==> config.mk <==
export PLATFORM = sky130hd
export DESIGN_NAME = downSpreadGen
export DESIGN_NICKNAME = d
export VERILOG_FILES = /design/src/rtl/downSpreadPkg.sv /design/src/rtl/downSpreadCtrl.sv /design/src/rtl/downSpreadPath.sv /design/src/rtl/downSpreadGen.sv
export SDC_FILE = /design/constraint.sdc
export NUM_CORES = 1
export LEC_CHECK = 0
export CAP_MARGIN = 25
export CORE_AREA = 2 2 89 91
export CTS_CLUSTER_SIZE = 8
export DETAILED_ROUTE_END_ITERATION = 8
export DIE_AREA = 0 0 91 93
export DONT_BUFFER_PORTS = 1
export GPL_TIMING_DRIVEN = 0
export PLACE_DENSITY = 0.45
export SYNTH_ARGS = -nofsm -noshare
export SYNTH_HDL_FRONTEND = slang
export SYNTH_HIERARCHICAL = 1
export SYNTH_SLANG_ARGS = --single-unit
==> constraint.sdc <==
create_clock -name clk -period 11.3 [get_ports clk]
set_clock_uncertainty 0.15 [all_clocks]
set_input_delay 1.695 -clock clk [delete_from_list [all_inputs] [get_ports clk]]
set_output_delay 1.695 -clock clk [all_outputs]
set_load 0.1 [all_outputs]
==> src/rtl/downSpreadPkg.sv <==
package downSpreadPkg;

  // Strobes from control to datapath for one step edge.
  typedef struct packed {
    logic move;   // apply a step this clock
    logic down;   // 1: subtract, 0: add
    logic half;   // reduced amplitude in force
  } stepCmd_t;

  // Status returned by the datapath about the candidate next values.
  typedef struct packed {
    logic atZero;   // offset is exactly zero now
    logic hitPeak;  // a downward step would reach or pass the peak
    logic hitZero;  // an upward step would reach or pass zero
  } pathFlags_t;

endpackage

==> src/rtl/downSpreadCtrl.sv <==
module downSpreadCtrl
  import downSpreadPkg::*;
#(
  parameter int STEP_DIV = 15
) (
  input  logic       clk,
  input  logic       rstN,
  input  logic       spreadEn,
  input  logic       ampHalfSel,
  input  pathFlags_t flags,
  output stepCmd_t   cmd,
  output logic       dirDown
);

  localparam int CNT_W = (STEP_DIV > 1) ? $clog2(STEP_DIV) : 1;
  localparam logic [CNT_W-1:0] CNT_LAST = CNT_W'(STEP_DIV - 1);

  logic [CNT_W-1:0] divCnt;
  logic             stepStb;
  logic             dirQ, dirNext;
  logic             ampHalfQ;
  logic             moveNow, downNow;

  assign stepStb = (divCnt == CNT_LAST);

  // Free-running step prescaler.
  always_ff @(posedge clk) begin
    if (!rstN)        divCnt <= '0;
    else if (stepStb) divCnt <= '0;
    else              divCnt <= divCnt + 1'b1;
  end

  // Decide the step direction for this strobe.
  always_comb begin
    moveNow = 1'b0;
    downNow = 1'b0;
    dirNext = dirQ;
    if (stepStb) begin
      if (flags.atZero) begin
        if (spreadEn) begin
          moveNow = 1'b1;
          downNow = 1'b1;
          dirNext = !flags.hitPeak;
        end else begin
          dirNext = 1'b0;
        end
      end else if (dirQ && spreadEn) begin
        moveNow = 1'b1;
        downNow = 1'b1;
        if (flags.hitPeak) dirNext = 1'b0;
      end else begin
        moveNow = 1'b1;
        downNow = 1'b0;
        dirNext = 1'b0;
      end
    end
  end

  always_ff @(posedge clk) begin
    if (!rstN) begin
      dirQ     <= 1'b0;
      ampHalfQ <= 1'b0;
    end else begin
      dirQ <= dirNext;
      if (flags.atZero && !stepStb) ampHalfQ <= ampHalfSel;
    end
  end

  assign cmd.move = moveNow;
  assign cmd.down = downNow;
  assign cmd.half = ampHalfQ;
  assign dirDown  = dirQ;

endmodule

==> src/rtl/downSpreadPath.sv <==
module downSpreadPath
  import downSpreadPkg::*;
#(
  parameter int OFF_W      = 16,
  parameter int PEAK_PPM   = 5000,
  parameter int STEPS_HALF = 100
) (
  input  logic                    clk,
  input  logic                    rstN,
  input  stepCmd_t                cmd,
  output pathFlags_t              flags,
  output logic signed [OFF_W-1:0] offset
);

  localparam int PEAK_RED  = PEAK_PPM / 2;
  localparam int STEP_FULL = PEAK_PPM / STEPS_HALF;
  localparam int STEP_RED  = PEAK_RED / STEPS_HALF;
  localparam logic signed [OFF_W-1:0] STEP_F = OFF_W'(STEP_FULL);
  localparam logic signed [OFF_W-1:0] STEP_R = OFF_W'(STEP_RED);
  localparam logic signed [OFF_W-1:0] NEG_F  = OFF_W'(-PEAK_PPM);
  localparam logic signed [OFF_W-1:0] NEG_R  = OFF_W'(-PEAK_RED);

  logic signed [OFF_W-1:0] offQ, stepMag, peakNeg, downVal, upVal;

  assign stepMag = cmd.half ? STEP_R : STEP_F;
  assign peakNeg = cmd.half ? NEG_R : NEG_F;
  assign downVal = offQ - stepMag;
  assign upVal   = offQ + stepMag;

  always_comb begin
    flags.atZero  = (offQ == '0);
    flags.hitPeak = (downVal <= peakNeg);
    flags.hitZero = !upVal[OFF_W-1];
  end

  always_ff @(posedge clk) begin
    if (!rstN) begin
      offQ <= '0;
    end else if (cmd.move) begin
      if (cmd.down) offQ <= flags.hitPeak ? peakNeg : downVal;
      else          offQ <= flags.hitZero ? '0 : upVal;
    end
  end

  assign offset = offQ;

endmodule

==> src/rtl/downSpreadGen.sv <==
module downSpreadGen
  import downSpreadPkg::*;
#(
  parameter int OFF_W      = 16,
  parameter int PEAK_PPM   = 5000,
  parameter int STEPS_HALF = 100,
  parameter int STEP_DIV   = 15
) (
  input  logic                    clk,
  input  logic                    rstN,
  input  logic                    spreadEn,
  input  logic                    ampHalfSel,
  output logic signed [OFF_W-1:0] offsetPpm,
  output logic                    dirDown
);

  stepCmd_t   cmd;
  pathFlags_t flags;

  downSpreadCtrl #(.STEP_DIV(STEP_DIV)) uCtrl (
    .clk        (clk),
    .rstN       (rstN),
    .spreadEn   (spreadEn),
    .ampHalfSel (ampHalfSel),
    .flags      (flags),
    .cmd        (cmd),
    .dirDown    (dirDown)
  );

  downSpreadPath #(
    .OFF_W      (OFF_W),
    .PEAK_PPM   (PEAK_PPM),
    .STEPS_HALF (STEPS_HALF)
  ) uPath (
    .clk    (clk),
    .rstN   (rstN),
    .cmd    (cmd),
    .flags  (flags),
    .offset (offsetPpm)
  );

endmodule

Word level (Yosys, flattened, before mapping)
Cells that the tools add are included.

storage, ports and cells
  input port bits = 4
  bits in registers = 22
  output and inout bits = 17
  logic and storage cells = 33

cells by class
  $lt $le $gt $ge = 1
  equal/unequal tests = 2
  multiplexer cells = 15
  reductions and logical operators = 7
  $add $sub $neg = 3
  bitwise gates (word level) = 1

operators with widths
  kind                                                                      number
  16-bit two-way mux                                                        3
  16-bit adder                                                              1
  16-bit less-or-equal comparator                                           1
  16-bit logical NOT                                                        1
  16-bit subtractor                                                         1
  13-bit two-way mux                                                        1
  1-bit two-way mux                                                         10
  6-bit two-way mux                                                         1
  4-bit by 1-bit adder with 4-bit output (second input constant)            1
  4-bit equality test (second input constant)                               1
  3-bit by 1-bit inequality test with 1-bit output (second input constant)  1
  1-bit logical AND                                                         2
  1-bit logical NOT                                                         2
  2-bit AND reduction                                                       1
  2-bit OR reduction                                                        1
  1-bit NOT                                                                 1

Depth between registers and ports, before layout
Gate-level depths: netlist of the first run.

  depth after elaboration = 6
  depth in mapped cells = 19
  mapped depth without buffers = 18

Modules after synthesis
Netlist of the first run, hierarchy kept.

by module, submodules not included
  module          area an instance (sq um)  cells each  instances
  downSpreadPath  1901.8                    251         1
  downSpreadCtrl  295.3                     34          1

Worst setup path after synthesis of the first run
No wires, ideal clock.

  path type = flip-flop to flip-flop
  start point = register uPath.offQ[0] (netlist: uPath/offset[0])
  end point = register uPath.offQ[12] (netlist: uPath/offset[12])
  path buffers = 0
  stages on the path, launching flop included = 17
  clock period less this slack = 4.397 ns
  path slack = 6.903 ns
  arrival time = 4.171 ns
  cell sequence = dfxtp_1 > inv_1 > ha_1 > inv_1 > fa_1 > nor3_1 > o311ai_2 > nor3_1 > xor2_1 > ha_1 > nor2b_1 > nand4_1 > or4b_1 > a32oi_2 > o21bai_4 > or3_4 > a41oi_2

on the way
  word-level cells in the longest chain between the ends = 4

RTL lines
  element                                                                      RTL line                                    source
  from (decl)                                                                  downSpreadPath.sv:23                        logic signed [OFF_W-1:0] offQ, stepMag, peakNeg, downVal, upVal;
  from (signal assigned)                                                       downSpreadPath.sv:40                        if (cmd.down) offQ <= flags.hitPeak ? peakNeg : downVal;
  from (signal assigned)                                                       downSpreadPath.sv:41                        else offQ <= flags.hitZero ? '0 : upVal;
  16-bit subtractor / 16-bit logical NOT (equally long branches)               downSpreadPath.sv:27, downSpreadPath.sv:31
  16-bit less-or-equal comparator / 1-bit two-way mux (equally long branches)  downSpreadPath.sv:32, downSpreadCtrl.sv:39
  16-bit two-way mux / 1-bit two-way mux (equally long branches)               downSpreadPath.sv:40, downSpreadCtrl.sv:38
  16-bit two-way mux                                                           downSpreadPath.sv:40

Several ways; a longest one is shown, not always the timed one.
A chain may end at the register's enable or synchronous reset.

Worst setup path in the final report of the first run
  start point = register uPath.offQ[0] (netlist: uPath/offset[0])
  end point = register uPath.offQ[1] (netlist: uPath/offset[1])

The elaborated chain is that of the path after synthesis.

==> impl_metrics.env, run 1 <==
export IMPL_timing_hold_ws_ns=0.338
export IMPL_synthToLayoutAreaGrowth_pct=20.2
export IMPL_placementRows=32
export IMPL_cts_max_path_buffers=2
export IMPL_post_synth_cell_area_avg_um2=7.71
export IMPL_worst_setup_path_end_kind="flip-flop"
export IMPL_critical_path_top_delay_family="compound AO/OA/AOI/OAI gates"
export IMPL_remaining_drc_errors=0
export IMPL_gp_congestion=0.815
export IMPL_first_global_vias=2198
export IMPL_layout_drive_gt1_share=0.139
export IMPL_tritoncts_num_buffers=3
export IMPL_static_leakage_power_nw=0.975
export IMPL_grt_overflow_total=0
export IMPL_worst_r2r_startpoint="uPath/offset[0]"
export IMPL_worstPathArrival_ns=4.85
export IMPL_wl_um=7180
export IMPL_worstHoldStart="uCtrl/divCnt[0]"
export IMPL_chipWidth_um=91
export IMPL_antenna_found_initial=0
export IMPL_route_antenna_remaining_nets=0
export IMPL_n_antenna_cell=0
export IMPL_hp_class="reg2reg"
export IMPL_htreeDepth=1
export IMPL_clk_insertion_delay_late_ns=0.28
export IMPL_timing_final_crit_period_ns=4.87
export IMPL_power_per_cell_area_nw_per_um2=59.7
export IMPL_slowest_delay_ns=1.01
export IMPL_slew_viol_final=0
export IMPL_cts_root_buf="sky130_fd_sc_hd__clkbuf_8"
export IMPL_worst_path_max_fanout=10
export IMPL_num_nets_final=324
export IMPL_timing_critical_path_cells="inv_1, ha_1, inv_1, fa_1, nor3_1, o311ai_2, nor3_1, xor2_1, ha_1, nor2b_1, nand4_1, or4b_1, a32oi_2, o21bai_4, buf_2, a32oi_1, a21oi_1"
export IMPL_accumulated_negative_setup_slack_ns=0
export IMPL_io_buffer_count=0
export IMPL_run_status="finished, final reports clean"
export IMPL_critPathSlowestCell="sky130_fd_sc_hd__dfxtp_1"
export IMPL_yosys_register_bits=22
export IMPL_synthesis_yosys_warnings=6
export IMPL_cts_tree="done"
export IMPL_synth_async_sr_flop_share=0
export IMPL_element_type_at_the_critical_path_start="flip-flop"
export IMPL_max_slew_margin_rel=0.270
export IMPL_clk_pin_slew_ns=0.08
export IMPL_synth_ff_type="sky130_fd_sc_hd__dfxtp_1"
export IMPL_irDropWorstVdd_mv=0.0320
export IMPL_first_pass_grt_wire_length_um=11600
export IMPL_fillerInstances=815
export IMPL_max_freq_ghz=0.205
export IMPL_initial_core_util=0.292
export IMPL_cts_hold_fix_buffers=0
export IMPL_mappedNetlistArea_um2=2200
export IMPL_critical_path_startpoint="uPath/offset[0]"
export IMPL_largest_net_degree_at_the_start_of_global_routing=13
export IMPL_drt_first_iter_violations=147
export IMPL_syn_instance_count=285
export IMPL_path_class="reg2reg"
export IMPL_pin_count=21
export IMPL_period_share=0.431
export IMPL_worst_slew_pin_transition_ns=1.09
export IMPL_sequential_area_share_after_synthesis=0.200
export IMPL_maxCapViolations=0
export IMPL_detail_route_wl_per_cell_um=17.8
export IMPL_cts_sink_count=22
export IMPL_mostFrequentLayoutCells="28 x sky130_fd_sc_hd__o21ai_0, 22 x sky130_fd_sc_hd__nor2_1, 22 x sky130_fd_sc_hd__dfxtp_1, 19 x sky130_fd_sc_hd__a21oi_1, 17 x sky130_fd_sc_hd__nand2_1"
export IMPL_post_drt_via_cell_ratio=5.52
export IMPL_most_common_library_cell_in_the_layout_ignoring_fill_and_taps="sky130_fd_sc_hd__o21ai_0"
export IMPL_die_h_um=93
export IMPL_worstPathBufferInverterCount=3
export IMPL_floorplan_die_area_um2=8460
export IMPL_ys_types=74
export IMPL_core_area_um2=7530
export IMPL_cts_resized_gates=0
export IMPL_postSynthNetCount=306
export IMPL_final_hold_viol_count=0
export IMPL_worst_ep_required_time_ns=11.28
export IMPL_synth_edf_count=0
export IMPL_estimated_wirelength_of_the_detail_placed_design_um=5500
export IMPL_setup_violations=0
export IMPL_gr_util_all_layers=0.172
export IMPL_drt_pass1_iterations=8
export IMPL_cts_repair_timing_setup_buffer_count=0
export IMPL_via_count=2231
export IMPL_grt_setup_unrepaired="no"
cell usage after synthesis (2+ instances only):
cell                        n  area share
sky130_fd_sc_hd__and3_1     3      0.0085
sky130_fd_sc_hd__nor3_1     6       0.014
sky130_fd_sc_hd__xnor2_1   11       0.044
sky130_fd_sc_hd__clkbuf_1  10       0.017
sky130_fd_sc_hd__nand3_1   11       0.025
sky130_fd_sc_hd__o211ai_1   3       0.010
sky130_fd_sc_hd__or4_4      2       0.010
sky130_fd_sc_hd__nor2b_1    6       0.017
sky130_fd_sc_hd__a31oi_1    4       0.011
sky130_fd_sc_hd__nand4_1    6       0.017
sky130_fd_sc_hd__or4_1      3       0.010
sky130_fd_sc_hd__dfxtp_1   22        0.20
sky130_fd_sc_hd__o31ai_1    2      0.0068
sky130_fd_sc_hd__nor2_1    22       0.038
sky130_fd_sc_hd__xor2_1     2      0.0080
sky130_fd_sc_hd__nand2_1   17       0.029
sky130_fd_sc_hd__nor4_1     6       0.017
sky130_fd_sc_hd__buf_2      5       0.011
sky130_fd_sc_hd__ha_1      15       0.085
sky130_fd_sc_hd__fa_1       2       0.018
sky130_fd_sc_hd__buf_4      3       0.010
sky130_fd_sc_hd__nand2b_1   2      0.0057
sky130_fd_sc_hd__a21o_1     5       0.017
sky130_fd_sc_hd__o21ai_0   28       0.064
sky130_fd_sc_hd__a32oi_1    2      0.0080
sky130_fd_sc_hd__a211o_1    3       0.012
sky130_fd_sc_hd__o22ai_1    3      0.0085
sky130_fd_sc_hd__or3_1      3      0.0085
sky130_fd_sc_hd__inv_1     14       0.024
sky130_fd_sc_hd__a21oi_1   19       0.043
sky130_fd_sc_hd__or3_4      2       0.010
cells by family after synthesis:
group	Yosys count	share of synthesized area
flip-flops	22	0.200
XOR/XNOR	13	0.0518
multiplexers	2	0.00968
adder cells (fa/ha/maj)	17	0.104
AND/OR/NAND/NOR	102	0.260
buffers and inverters	34	0.0695
AO/OA/AOI/OAI	95	0.305
cell type report:
class,instances,area [um2],area share
Multi-Input combinational cell,229,1600,0.608
Sequential cell,22,440,0.167
Timing Repair Buffer,13,260,0.0986
Tap cell,102,128,0.0483
Buffer,19,96.3,0.0365
Inverter,15,56.3,0.0213
Clock buffer,4,55.1,0.0209
power by group:
group,total (mW),switching (mW),internal [mW]
registers,0.0798,0.00122,0.0786
logic,0.0176,0.0109,0.00663
clock network,0.0602,0.0290,0.0312
per-stage QoR:
step | util | instances | power (mW) | worst slack [ns] | cell area [um2]
2_1_floorplan | - | 285 | 0.0944 | 6.90 | 2200
3_3_place_gp | 0.309 | 387 | 0.0992 | 6.40 | 2320
3_5_place_dp | 0.338 | 398 | 0.0991 | 6.49 | 2550
4_1_cts | 0.346 | 402 | 0.159 | 6.45 | 2600
5_1_grt | 0.351 | 404 | 0.166 | 6.06 | 2640
6_report | 0.351 | 404 | 0.158 | 6.43 | 2640
flip-flops by register name (all words and copies together) (netlist names):
| signal | cells |
|---|---|
| uCtrl/ampHalfQ | 1 |
| uCtrl/divCnt | 4 |
| uCtrl/dirDown | 1 |
| uPath/offset | 16 |
metal layers:
metal,track usage,share of wire,vias up
li1,-,-,1105
met1,0.234,0.47,1036
met2,0.283,0.46,79
met3,0.0169,0.049,11
met4,0.0657,0.019,0
met5,0,0,-
final timing paths:
path	end	slack [ns]	cells after the start
setup reg to reg	uPath/offset[1]	6.43	17
hold reg to reg	uCtrl/divCnt[0]	0.34	1
hold / removal	uCtrl/divCnt[0]	0.34	1
setup / recovery	uPath/offset[1]	6.43	17
No activity file was read; power rests on OpenSTA's default activity.
==> run 2, diff against run 1 <==
Clock period 11.3 ns to 4.93 ns, I/O delays scaled along.
==> run 2 against run 1 <==
- sequential power grew 130%
- sequential cell count unchanged
- critical path depth unchanged
- via count down 0.81%
- final cell count unchanged
- global-route usage unchanged
- worst hold slack is essentially flat
- register-to-register slack got worse by 6.0 ns
- critical endpoint unchanged
- largest cell class unchanged
==> impl_metrics.env, run 2 (synthesized netlist as in run 1, its figures left out) <==
export IMPL_gp_congestion=0.815
export IMPL_worst_r2r_startpoint="uPath/offset[0]"
export IMPL_chipWidth_um=91
export IMPL_worstHoldStart="uCtrl/divCnt[0]"
export IMPL_irDropWorstVdd_mv=0.0734
export IMPL_remaining_drc_errors=0
export IMPL_finish_cell_count_without_fillers=404
export IMPL_fillerInstances=813
export IMPL_synthToLayoutAreaGrowth_pct=20.3
export IMPL_clk_insertion_delay_late_ns=0.28
export IMPL_drt_pass1_iterations=7
export IMPL_cts_max_path_buffers=2
export IMPL_period_share=0.923
export IMPL_pin_count=21
export IMPL_met3RoutedLength_um=355
export IMPL_hp_class="reg2reg"
export IMPL_maxCapViolations=0
export IMPL_htreeDepth=1
export IMPL_route_antenna_remaining_nets=0
export IMPL_timing_final_crit_period_ns=4.55
export IMPL_placedCellCount=398
export IMPL_worst_setup_path_end_kind="flip-flop"
export IMPL_accumulated_negative_setup_slack_ns=0
export IMPL_timing_final_ws_setup_ns=0.378
export IMPL_dr_max_layer_used="met4"
export IMPL_initial_core_util=0.292
export IMPL_timing_hold_ws_ns=0.338
export IMPL_max_freq_ghz=0.220
export IMPL_r2r_slack_ns=0.38
export IMPL_worstPathArrival_ns=4.53
export IMPL_met1_routed_wirelength_after_detailed_routing_um=3330
export IMPL_setup_violations=0
export IMPL_placementRows=32
export IMPL_cts_repair_timing_setup_buffer_count=0
export IMPL_grt_overflow_total=0
export IMPL_post_drt_via_cell_ratio=5.48
export IMPL_detail_route_wl_per_cell_um=17.7
export IMPL_die_h_um=93
export IMPL_via_count=2213
export IMPL_final_hold_viol_count=0
export IMPL_worst_path_max_fanout=10
export IMPL_n_antenna_cell=0
export IMPL_grt_setup_unrepaired="no"
export IMPL_io_buffer_count=0
export IMPL_cts_root_buf="sky130_fd_sc_hd__clkbuf_8"
export IMPL_static_leakage_power_nw=0.976
export IMPL_max_slew_margin_rel=0.285
export IMPL_first_global_vias=2198
export IMPL_largest_net_degree_at_the_start_of_global_routing=13
export IMPL_gr_util_all_layers=0.172
export IMPL_critical_path_startpoint="uPath/offset[0]"
export IMPL_post_route_util=0.351
export IMPL_drt_first_iter_violations=147
export IMPL_estimated_wirelength_of_the_detail_placed_design_um=5500
export IMPL_wl_met2_um=3340
export IMPL_place_worst_setup_slack_ns=0.122
export IMPL_clk_pin_slew_ns=0.08
export IMPL_run_status="finished, final reports clean"
export IMPL_largest_register_ff_count=16
export IMPL_wl_um=7150
export IMPL_first_pass_grt_wire_length_um=11600
export IMPL_floorplan_die_area_um2=8460
export IMPL_core_area_um2=7530
export IMPL_worst_ep_required_time_ns=4.91
export IMPL_antenna_found_initial=0
export IMPL_layout_drive_gt1_share=0.146
export IMPL_path_class="reg2reg"
export IMPL_num_nets_final=324
export IMPL_slew_viol_final=0
export IMPL_element_type_at_the_critical_path_start="flip-flop"
export IMPL_power_per_cell_area_nw_per_um2=137
export IMPL_cts_tree="done"
export IMPL_cts_sink_count=22
export IMPL_worst_slew_pin_transition_ns=1.07
export IMPL_tritoncts_num_buffers=3
export IMPL_most_common_library_cell_in_the_layout_ignoring_fill_and_taps="sky130_fd_sc_hd__o21ai_0"
export IMPL_mostFrequentLayoutCells="28 x sky130_fd_sc_hd__o21ai_0, 22 x sky130_fd_sc_hd__nor2_1, 20 x sky130_fd_sc_hd__dfxtp_1, 19 x sky130_fd_sc_hd__a21oi_1, 17 x sky130_fd_sc_hd__nand2_1"
## run 2: changes by cell type in the layout (fill, tap and decap cells not counted)
cell | before | now
sky130_fd_sc_hd__dfxtp_1 | 22 | 20
sky130_fd_sc_hd__dfxtp_2 | 0 | 2
## run 2: layout make-up
| cell class | count | area [um2] | area share |
|---|---|---|---|
| buffer | 19 | 96.3 | 0.0365 |
| clock buffer | 4 | 55.1 | 0.0208 |
| inverter | 15 | 56.3 | 0.0213 |
| multi-input combinational | 229 | 1600 | 0.607 |
| sequential | 22 | 443 | 0.168 |
| tap | 102 | 128 | 0.0483 |
| timing repair buffer | 13 | 260 | 0.0985 |
## run 2: layer usage
metal  track usage  vias up
met5             0        -
met1         0.234     1025
li1              -     1105
met2         0.283       74
met4        0.0657        0
met3        0.0169        9
## run 2: power breakdown
part	switching [mW]	internal [mW]	leakage [nW]
registers	0.00280	0.180	0.179
logic	0.0250	0.0152	0.768
clock network	0.0669	0.0715	0.0288
total	0.0947	0.267	0.976
## run 2: final timing paths
check | to | cells past startpoint
worst min register to register | uCtrl/divCnt[0] | 1
worst max register to register | uPath/offset[1] | 17
worst min-delay path | uCtrl/divCnt[0] | 1
worst max-delay path | uPath/offset[1] | 17
## run 2: through the flow
stage | cell area [um2] | total power [mW]
after floorplan | 2200 | 0.216
after global routing | 2640 | 0.380
final | 2640 | 0.361
after global placement | 2320 | 0.227
after CTS | 2600 | 0.365
after detailed placement | 2550 | 0.227
## run 2: what timing repair did
| item | 4_1_cts | 5_1_grt |
|---|---|---|
| hold buffers | 0 | 0 |
| endpoints found under the setup margin | 0 | 13 |
| gates resized for setup | 0 | 2 |
## run 2: worst max-delay path, cell delays in order, from the launching register on
cell and delay, ns:
sky130_fd_sc_hd__dfxtp_2 0.51, sky130_fd_sc_hd__inv_1 0.16, sky130_fd_sc_hd__ha_1 0.17, sky130_fd_sc_hd__inv_1 0.05
sky130_fd_sc_hd__fa_1 0.41, sky130_fd_sc_hd__nor3_1 0.42, sky130_fd_sc_hd__o311ai_2 0.22, sky130_fd_sc_hd__nor3_1 0.21
sky130_fd_sc_hd__xor2_1 0.13, sky130_fd_sc_hd__ha_1 0.33, sky130_fd_sc_hd__nor2b_1 0.14, sky130_fd_sc_hd__nand4_1 0.10
sky130_fd_sc_hd__or4b_1 0.51, sky130_fd_sc_hd__a32oi_2 0.25, sky130_fd_sc_hd__o21bai_4 0.11, sky130_fd_sc_hd__buf_2 0.21
sky130_fd_sc_hd__a32oi_1 0.22, sky130_fd_sc_hd__a21oi_1 0.10
==> run 3, diff against run 2 <==
Settings changed: SLEW_MARGIN set to 40.
==> run 3 against run 2 <==
- utilization decreased by 3.2 points
- non-clock buffer count decreased by 13
- cell area decreased by 9.1%
- combinational power increased by 1%
- maximum frequency decreased by 0.77%
- first-iteration DRC count increased by 22%
- sequential share of layout area increased by 2.5 points
- clock power about the same
- sequential cell count unchanged
- clock-buffer cell count unchanged
- highest routed layer unchanged
==> impl_metrics.env, run 3 (synthesized netlist as in run 1, its figures left out) <==
export IMPL_run_status="finished, final reports clean"
export IMPL_grt_setup_unrepaired="no"
export IMPL_remaining_drc_errors=0
export IMPL_initial_core_util=0.292
export IMPL_mostFrequentLayoutCells="28 x sky130_fd_sc_hd__o21ai_0, 22 x sky130_fd_sc_hd__nor2_1, 19 x sky130_fd_sc_hd__a21oi_1, 17 x sky130_fd_sc_hd__nand2_1, 17 x sky130_fd_sc_hd__dfxtp_2"
export IMPL_layout_drive_gt1_share=0.159
export IMPL_worst_r2r_startpoint="uPath/offset[0]"
export IMPL_place_worst_setup_slack_ns=0.412
export IMPL_timing_hold_ws_ns=0.348
export IMPL_cts_tree="done"
export IMPL_post_route_util=0.319
export IMPL_chipWidth_um=91
export IMPL_worst_setup_path_end_kind="flip-flop"
export IMPL_floorplan_die_area_um2=8460
export IMPL_gp_congestion=0.815
export IMPL_setup_violations=0
export IMPL_core_area_um2=7530
export IMPL_irDropWorstVdd_mv=0.115
export IMPL_placementRows=32
export IMPL_r2r_slack_ns=0.34
export IMPL_reg2reg_to="uPath/offset[1]"
export IMPL_pin_count=21
export IMPL_worstHoldEndpoint="uCtrl/divCnt[0]"
export IMPL_gr_util_all_layers=0.172
export IMPL_largest_net_degree_at_the_start_of_global_routing=13
export IMPL_most_common_library_cell_in_the_layout_ignoring_fill_and_taps="sky130_fd_sc_hd__o21ai_0"
export IMPL_drt_first_iter_violations=180
export IMPL_via_count=2205
export IMPL_power_per_cell_area_nw_per_um2=149
export IMPL_timing_critical_path_cells="inv_1, ha_1, inv_1, fa_1, nor3_1, o311ai_2, nor3_1, xor2_1, ha_1, nor2b_1, nand4_1, or4b_1, a32oi_2, o21bai_4, buf_2, a32oi_1, a21oi_1"
export IMPL_critical_path_top_delay_family="simple AND/OR/NAND/NOR gates"
export IMPL_grt_overflow_total=0
export IMPL_timing_final_ws_setup_ns=0.343
export IMPL_element_type_at_the_critical_path_start="flip-flop"
export IMPL_clk_insertion_delay_late_ns=0.27
export IMPL_route_antenna_remaining_nets=0
export IMPL_worst_ep_required_time_ns=4.90
export IMPL_slowest_delay_ns=0.52
export IMPL_cts_repair_timing_setup_buffer_count=0
export IMPL_cts_resized_gates=0
export IMPL_cts_root_buf="sky130_fd_sc_hd__clkbuf_8"
export IMPL_max_freq_ghz=0.218
export IMPL_slew_viol_final=0
export IMPL_hp_class="reg2reg"
export IMPL_critPathSlowestCell="sky130_fd_sc_hd__or4b_1"
export IMPL_cts_sink_count=22
export IMPL_io_buffer_count=0
export IMPL_cts_max_path_buffers=2
export IMPL_period_share=0.930
export IMPL_first_pass_grt_wire_length_um=11600
export IMPL_estimated_wirelength_of_the_detail_placed_design_um=5490
export IMPL_tritoncts_num_buffers=3
export IMPL_worstHoldStart="uCtrl/divCnt[0]"
export IMPL_worst_path_max_fanout=10
export IMPL_accumulated_negative_setup_slack_ns=0
export IMPL_final_hold_viol_count=0
export IMPL_n_antenna_cell=0
export IMPL_detail_route_wl_per_cell_um=18.3
export IMPL_cts_hold_fix_buffers=0
export IMPL_die_h_um=93
export IMPL_max_slew_margin_rel=0.546
export IMPL_design_power_total_mw=0.358
export IMPL_synthToLayoutAreaGrowth_pct=9.28
export IMPL_static_leakage_power_nw=0.867
export IMPL_largest_register_ff_count=16
export IMPL_clk_pin_slew_ns=0.08
export IMPL_worst_slew_pin_transition_ns=0.681
export IMPL_first_global_vias=2174
export IMPL_rr_worst_depth=17
export IMPL_post_drt_via_cell_ratio=5.64
export IMPL_wl_um=7150
export IMPL_drt_pass1_iterations=5
export IMPL_path_class="reg2reg"
export IMPL_antenna_found_initial=0
export IMPL_hold_depth=1
export IMPL_worstPathBufferInverterCount=3
export IMPL_num_nets_final=311
export IMPL_maxCapViolations=0
export IMPL_worstPathArrival_ns=4.56
export IMPL_htreeDepth=1
export IMPL_timing_final_crit_period_ns=4.59
==> run 3: cell types whose count changed in the layout (fill, tap and decap cells not counted), sizes merged <==
cell	before	now
buf	22	9
==> run 3: routing by layer <==
metal,vias up,track usage,share of wire
met2,63,0.288,0.46
met3,8,0.0242,0.047
met4,0,0.0505,0.018
li1,1076,-,-
met1,1058,0.232,0.48
met5,-,0,0
==> run 3: through the flow <==
stage	instance area, um2	cells
global placement	2320	387
detailed placement	2350	387
global route	2400	391
CTS	2400	391
finish	2400	391
floorplan	2200	285
==> run 3: layout make-up <==
type / count / area [um2]
buffer: 19 / 96.3
clock buffer: 4 / 55.1
tap: 102 / 128
multi-input combinational: 229 / 1600
sequential: 22 / 462
fill: 857 / 5130
inverter: 15 / 56.3
==> run 3: how the worst max path moves through the flow <==
stage / from / to / slack, ns / depth (start not counted)
after detailed placement: uPath/offset[0] / uPath/offset[1] / 0.41 / 17
final: uPath/offset[0] / uPath/offset[1] / 0.34 / 17
after global routing: uCtrl/ampHalfQ / uPath/offset[1] / 0.03 / 15
after floorplan: uPath/offset[0] / uPath/offset[12] / 0.53 / 16
after CTS: uPath/offset[0] / uPath/offset[1] / 0.38 / 17
after global placement: uPath/offset[0] / uPath/offset[1] / 0.03 / 17
==> run 3: power by group <==
group          switching (mW)  total, mW  internal [mW]  leakage (nW)
clock                  0.0637      0.135         0.0713        0.0288
sequential            0.00277      0.183          0.180         0.187
combinational          0.0254     0.0407         0.0153         0.652
